`src/rtl/wdt_pkg.sv`:
```
package wdt_pkg;
  localparam int ADDR_W = 4;
  localparam int DATA_W = 16;
  localparam int CNT_W  = 10;
  localparam int MIN_INIT = 4;

  // Register offsets
  localparam logic [ADDR_W-1:0] OFS_RELOAD = 4'h0;
  localparam logic [ADDR_W-1:0] OFS_STS1   = 4'h2;
  localparam logic [ADDR_W-1:0] OFS_STS2   = 4'h4;
  localparam logic [ADDR_W-1:0] OFS_CTRL   = 4'h6;
  localparam logic [ADDR_W-1:0] OFS_INIT   = 4'h8;
  localparam logic [ADDR_W-1:0] OFS_IRQEN  = 4'hA;

  // Bit positions
  localparam int BIT_HALT     = 11;
  localparam int BIT_NOREBOOT = 0;
  localparam int BIT_FIRST    = 3;
  localparam int BIT_SECOND   = 1;
  localparam int BIT_BOOT     = 2;
  localparam int BIT_IRQEN    = 13;
endpackage

```
`src/rtl/wdt_prescaler.sv`:
```
module wdt_prescaler #(
  parameter int TICK_CYCLES = 4
) (
  input  logic clk,
  input  logic rst,
  input  logic run,
  input  logic clr,
  output logic tick
);
  localparam int PW = (TICK_CYCLES < 2) ? 1 : $clog2(TICK_CYCLES);
  localparam logic [PW-1:0] LAST = PW'(TICK_CYCLES - 1);

  logic [PW-1:0] phase;

  assign tick = run && (phase == LAST);

  always_ff @(posedge clk) begin
    if (rst || clr || !run) phase <= '0;
    else if (phase == LAST) phase <= '0;
    else                    phase <= phase + 1'b1;
  end

  AST_HALT_PHASE_ZERO: assert property (@(posedge clk) disable iff (rst)
    !run |=> (phase == '0)) else $error("prescaler not held");
endmodule

```
`src/rtl/wdt_regs.sv`:
```
module wdt_regs
  import wdt_pkg::*;
#(
  parameter logic [CNT_W-1:0] INIT_DEFAULT = 10'd50
) (
  input  logic              clk,
  input  logic              rst,
  input  logic              bus_we,
  input  logic [ADDR_W-1:0] bus_addr,
  input  logic [DATA_W-1:0] bus_wdata,
  output logic [CNT_W-1:0]  init_val,
  output logic [DATA_W-1:0] ctrl_q,
  output logic [DATA_W-1:0] irqen_q,
  output logic              reload_stb,
  output logic              clr_first,
  output logic              clr_second,
  output logic              clr_boot
);
  logic wr_init_ok;

  assign reload_stb = bus_we && (bus_addr == OFS_RELOAD);
  assign clr_first  = bus_we && (bus_addr == OFS_STS1) && bus_wdata[BIT_FIRST];
  assign clr_second = bus_we && (bus_addr == OFS_STS2) && bus_wdata[BIT_SECOND];
  assign clr_boot   = bus_we && (bus_addr == OFS_STS2) && bus_wdata[BIT_BOOT];
  assign wr_init_ok = bus_we && (bus_addr == OFS_INIT) &&
                      (bus_wdata[CNT_W-1:0] >= CNT_W'(MIN_INIT));

  always_ff @(posedge clk) begin
    if (rst) begin
      init_val <= INIT_DEFAULT;
      ctrl_q   <= DATA_W'(1) << BIT_HALT;
      irqen_q  <= '0;
    end else begin
      if (wr_init_ok) init_val <= bus_wdata[CNT_W-1:0];
      if (bus_we && (bus_addr == OFS_CTRL))  ctrl_q  <= bus_wdata;
      if (bus_we && (bus_addr == OFS_IRQEN)) irqen_q <= bus_wdata;
    end
  end

  AST_INIT_LEGAL: assert property (@(posedge clk) disable iff (rst)
    init_val >= CNT_W'(MIN_INIT)) else $error("illegal initial value");
endmodule

```
`src/rtl/wdt_counter.sv`:
```
module wdt_counter
  import wdt_pkg::*;
#(
  parameter logic [CNT_W-1:0] INIT_DEFAULT = 10'd50
) (
  input  logic             clk,
  input  logic             rst,
  input  logic             tick,
  input  logic             reload,
  input  logic [CNT_W-1:0] init_val,
  input  logic             clr_first,
  input  logic             clr_second,
  input  logic             clr_boot,
  input  logic             no_reboot,
  input  logic             irq_en,
  output logic [CNT_W-1:0] count,
  output logic             first_sts,
  output logic             second_sts,
  output logic             boot_sts,
  output logic             rst_req,
  output logic             irq
);
  logic expire, exp_first, exp_second, first_nxt;

  assign expire     = tick && (count == '0) && !reload;
  assign exp_first  = expire && !first_sts;
  assign exp_second = expire && first_sts;
  assign first_nxt  = exp_first || (first_sts && !clr_first);

  always_ff @(posedge clk) begin
    if (rst) begin
      count      <= INIT_DEFAULT;
      first_sts  <= 1'b0;
      second_sts <= 1'b0;
      boot_sts   <= 1'b0;
      rst_req    <= 1'b0;
      irq        <= 1'b0;
    end else begin
      if (reload || expire) count <= init_val;
      else if (tick)        count <= count - 1'b1;
      first_sts  <= first_nxt;
      second_sts <= exp_second || (second_sts && !clr_second);
      boot_sts   <= exp_second || (boot_sts && !clr_boot);
      rst_req    <= exp_second && !no_reboot;
      irq        <= first_nxt && irq_en;
    end
  end

  AST_RST_ONE_CYCLE: assert property (@(posedge clk) disable iff (rst)
    rst_req |=> !rst_req) else $error("reset pulse too long");
  AST_SECOND_AFTER_FIRST: assert property (@(posedge clk) disable iff (rst)
    $rose(second_sts) |-> $past(first_sts)) else $error("second without first");
  AST_NOREBOOT_BLOCKS: assert property (@(posedge clk) disable iff (rst)
    rst_req |-> !$past(no_reboot)) else $error("reset despite no-reboot");
  AST_DEC_BY_ONE: assert property (@(posedge clk) disable iff (rst)
    (tick && !reload && count != '0) |=> (count == $past(count) - 1'b1))
    else $error("bad decrement");
endmodule

```
`src/rtl/wdt_two_stage.sv`:
```
module wdt_two_stage
  import wdt_pkg::*;
#(
  parameter int               TICK_CYCLES  = 150_000_000,
  parameter logic [CNT_W-1:0] INIT_DEFAULT = 10'd50
) (
  input  logic              clk,
  input  logic              rst,
  input  logic              bus_we,
  input  logic [ADDR_W-1:0] bus_addr,
  input  logic [DATA_W-1:0] bus_wdata,
  output logic [DATA_W-1:0] bus_rdata,
  input  logic              no_reboot_strap,
  output logic              irq_o,
  output logic              rst_req_o
);
  logic [CNT_W-1:0]  init_val, count;
  logic [DATA_W-1:0] ctrl_q, irqen_q;
  logic reload_stb, clr_first, clr_second, clr_boot, tick;
  logic first_sts, second_sts, boot_sts, halted;

  assign halted = ctrl_q[BIT_HALT];

  wdt_regs #(.INIT_DEFAULT(INIT_DEFAULT)) u_regs (
    .clk(clk), .rst(rst), .bus_we(bus_we), .bus_addr(bus_addr),
    .bus_wdata(bus_wdata), .init_val(init_val), .ctrl_q(ctrl_q),
    .irqen_q(irqen_q), .reload_stb(reload_stb), .clr_first(clr_first),
    .clr_second(clr_second), .clr_boot(clr_boot)
  );

  wdt_prescaler #(.TICK_CYCLES(TICK_CYCLES)) u_presc (
    .clk(clk), .rst(rst), .run(!halted), .clr(reload_stb), .tick(tick)
  );

  wdt_counter #(.INIT_DEFAULT(INIT_DEFAULT)) u_cnt (
    .clk(clk), .rst(rst), .tick(tick), .reload(reload_stb),
    .init_val(init_val), .clr_first(clr_first), .clr_second(clr_second),
    .clr_boot(clr_boot),
    .no_reboot(ctrl_q[BIT_NOREBOOT] || no_reboot_strap),
    .irq_en(irqen_q[BIT_IRQEN]), .count(count), .first_sts(first_sts),
    .second_sts(second_sts), .boot_sts(boot_sts), .rst_req(rst_req_o),
    .irq(irq_o)
  );

  always_ff @(posedge clk) begin
    if (rst) bus_rdata <= '0;
    else begin
      case (bus_addr)
        OFS_RELOAD: bus_rdata <= DATA_W'(count);
        OFS_STS1:   bus_rdata <= DATA_W'(first_sts) << BIT_FIRST;
        OFS_STS2:   bus_rdata <= (DATA_W'(second_sts) << BIT_SECOND) |
                                 (DATA_W'(boot_sts) << BIT_BOOT);
        OFS_CTRL:   bus_rdata <= ctrl_q;
        OFS_INIT:   bus_rdata <= DATA_W'(init_val);
        OFS_IRQEN:  bus_rdata <= irqen_q;
        default:    bus_rdata <= '0;
      endcase
    end
  end

  AST_HALT_FREEZES: assert property (@(posedge clk) disable iff (rst)
    (halted && !reload_stb) |=> $stable(count)) else $error("count moved while halted");
  AST_RELOAD_LOADS: assert property (@(posedge clk) disable iff (rst)
    reload_stb |=> (count == $past(init_val))) else $error("reload missed");
endmodule

```
`config.mk`:
```
export PLATFORM = sky130hd
export DESIGN_NAME = wdt_two_stage
export DESIGN_NICKNAME = d
export VERILOG_FILES = /design/src/rtl/wdt_pkg.sv /design/src/rtl/wdt_prescaler.sv /design/src/rtl/wdt_regs.sv /design/src/rtl/wdt_counter.sv /design/src/rtl/wdt_two_stage.sv
export SDC_FILE = /design/constraint.sdc
export NUM_CORES = 1
export LEC_CHECK = 0
export BUFFER_PORTS_ARGS = -buffer_cell sky130_fd_sc_hd__buf_2
export CORE_MARGIN = 3
export CORE_UTILIZATION = 61
export CTS_BUF_LIST = sky130_fd_sc_hd__clkbuf_8
export DETAILED_ROUTE_END_ITERATION = 6
export GPL_ROUTABILITY_DRIVEN = 0
export GPL_TIMING_DRIVEN = 0
export HOLD_SLACK_MARGIN = 0.06
export PLACE_DENSITY = 0.83
export SKIP_CTS_REPAIR_TIMING = 1
export SLEW_MARGIN = 30
export SYNTH_ARGS = -nofsm -noshare
export SYNTH_HDL_FRONTEND = slang
export SYNTH_SLANG_ARGS = --single-unit
```
`constraint.sdc`:
```
create_clock -name clk -period 2.5 [get_ports clk]
set_input_delay 0.25 -clock clk [delete_from_list [all_inputs] [get_ports clk]]
set_output_delay 0.25 -clock clk [all_outputs]
set_load 0.03 [all_outputs]
```
==> out/metrics.cfg <==
[outcome]
outcome=complete, no violations

[cts]
clkTransAtPathRegs_ns=0.09
clk-insertion-delay-late_ns=0.37
cts_buffers=9
ctsLongestPathBuffers=2
root_buffer=clkbuf_8
clkSinkCount=101
htreeDepth=3
cts_tree=yes

[setup_path]
rr_endpoint=u_cnt.count[9]
reg2reg_slack_ns=0.16
end_kind=flop
crit_fanout=9
slowest_delay_ns=0.56
crit_required_ns=2.80
arrival_ns=2.63
slowest_stage=or4_4
reg2regPathDepth=8
cp-startpoint=u_presc.phase[0]
start_kind=flop
path_cells=ha_1 > nand2_1 > nand4bb_4 > or4_4 > buf_6 > o41ai_2 > mux2i_1 > a21oi_1
rr_startpoint=u_presc.phase[0]
critPathKind=reg -> reg

[cells_and_area]
area_delta_synth_final_pct=12.6
antennaDiodeCount=0
fillers=517
multi_input_area_mm2=0.00215
final-seq-area_mm2=0.00202
post-route-util_pct=73.3
drive_gt1_share_pct=12.7
nets=589

[pwr]
switching_share_pct=23.2
ir_drop_mv=0.536
power_density_mw_per_mm2=579
p_switching_w=0.000650
power_leakage_nw=1.74
clock_power_share_pct=37.2
p_comb_share_pct=4.6
p_int_w=0.00215
power_frac_seq_pct=58.2

[timing]
worst_pin_slew_ns=0.850
tns_ns=0
finalHoldWorstSlack_ns=0.108
fmax_mhz=428
setup_ws_ns=0.163
maxSlewHeadroom_pct=42.8
layout_min_cycle_time_ns=2.34
finalHoldViolCount=0
fin_crit_sh_pct=93.5
setup_viol_count_final=0
slew_viol_final=0
finalClockSkew_ns=0.0133
rsz0062_at_grt=false

[placement]
dpl_worst_slack_ns=0.0382
io_buffers=40
dp_hpwl_mm=7.40

[die]
core_mm2=0.00660
rows=29
start_util_pct=65.1
num_io_pins=42
dieArea_mm2=0.00810
die_h_um=90.0
die_w_um=90.0

[detailed_routing]
vias_per_cell=5.90
ant_nets=0
wl_per_cell_um=15.8
drc=0
wl_mm=10.4
drtIter0Drc=275
firstDrtPassIters=5
vias=3889

[yosys]
synth_ff_type=dfxtp_1
yosysTopAreaCell=dfxtp_1
synth_fp_nets=536
synth-seq-area-share_pct=47.0
synthDominantCellAreaShare_pct=47.0
synthArstFlopShare_pct=0
syn_inst=509
synth_top_cells_by_area=dfxtp_1 (47%), nand2_1 (8.6%), a21oi_1 (5.7%)
ys_warn_count=0
syn-mean-instance-area_um2=8.45
synth_edf_count=0
synth-seq-cells=101
syn_area_mm2=0.00430
synth.distinct_cells=53

[global_route]
grt-ovfl-total=0
grt_antenna_before_repair=0
grt_pass1_vias=3684
grt_max_degree=17
track_usage_pct=26.1
grt_pass1_wl_mm=17.5

[hold_path]
holdPathEnd=u_regs.ctrl_q[11]
hold_path_depth=3
min_from=bus_wdata[11]
min_path_type=in -> reg

[flow_run]
drv_cap=0

cell usage after synthesis, types with 3 or more instances:
master	number
a21oi_1	49
a22oi_1	23
a31oi_1	4
and2_1	4
and3_1	4
buf_2	3
clkbuf_1	22
dfxtp_1	101
ha_1	3
inv_1	7
mux2i_1	11
nand2_1	99
nand2b_1	3
nand3_1	20
nand4_1	8
nand4b_1	3
nor2_1	54
nor3_1	8
nor4_1	9
nor4b_1	3
o21ai_0	7
xnor2_1	9
xor2_1	17
cells in the final DEF, fill, tap and decap left out, drive strengths merged, types with 3 or more instances in the layout:
master and count:
nand4b 3, nor3b 3, a21oi 50, nand3 20, xor2 17, nor2 54
xnor2 9, ha 3, mux2i 11, and2 6, buf 46, a22oi 23
o21ai 9, nand2b 3, dfxtp 101, and3 6, nand2 99, nor4b 3
clkbuf 31, a31oi 4, nor3 8, inv 10, nand4 8, nor4 11
or3 3
how the worst max path moves through the flow:
stage                     cells past startpoint  slack [ns]                 to
after floorplan                               8        0.37     u_cnt.count[7]
after global placement                        8        0.10  u_presc.phase[15]
after detailed placement                      8        0.04  u_presc.phase[25]
after CTS                                     7        0.10     u_cnt.count[3]
after global routing                          8      0.0007     u_cnt.count[9]
final                                         8        0.16     u_cnt.count[9]
critical path, delay by kind of cell, from the launching register on:
family,cells,cell delay (ns)
simple gates,3,0.87
compound gates,2,0.45
flops,1,0.40
fa+ha+maj,1,0.27
buf+inv,1,0.15
mux,1,0.12
power by group through the flow:
stage	Sequential (W)	Combinational, W	Clock [W]
2_1_floorplan	0.00167	0.0000663	0
3_3_place_gp	0.00167	0.000122	0
3_5_place_dp	0.00167	0.000125	0
4_1_cts	0.00163	0.000126	0.00105
5_1_grt	0.00163	0.000142	0.00110
6_report	0.00163	0.000130	0.00104
flip-flops by register name, summed over array words and instances (netlist names), 10 cells and up:
register / count
u_presc.phase: 28
u_regs.irqen_q: 16
u_cnt.count: 10
u_regs.ctrl_q: 16
u_regs.init_val: 10
bus_rdata: 16
per-layer routing:
layer / up-vias / global-route usage, % / share of wire [%]
met1: 1832 / 35.3 / 45
met5: - / 0 / 0
li1: 1882 / - / -
met4: 0 / 8.42 / 1.5
met2: 157 / 42.0 / 47
met3: 18 / 5.43 / 7.4
area by class of cell:
type / count / share of cell area [%]
Multi-Input combinational cell: 375 / 44.4
Sequential cell: 101 / 41.7
Timing Repair Buffer: 43 / 4.65
Clock buffer: 10 / 2.84
Tap cell: 93 / 2.40
Buffer: 25 / 2.17
Clock inverter: 5 / 1.24
Inverter: 7 / 0.542
metrics by stage:
stage / total power, W / area, um2 / std cells
final: 0.00280 / 4840 / 659
after global routing: 0.00288 / 4840 / 659
after CTS: 0.00280 / 4820 / 657
after detailed placement: 0.00179 / 4620 / 642
after global placement: 0.00179 / 4620 / 642
after floorplan: 0.00173 / 4300 / 509
cells by family after synthesis:
family	count (synthesis)	share of synthesized area, %
fa+ha+maj	3	0.873
mux	12	2.82
simple gates	233	26.1
compound gates	101	14.7
xor+xnor	26	5.29
flops	101	47.0
buf+inv	33	3.14
Note: power is estimated with default switching activity, not from simulation.
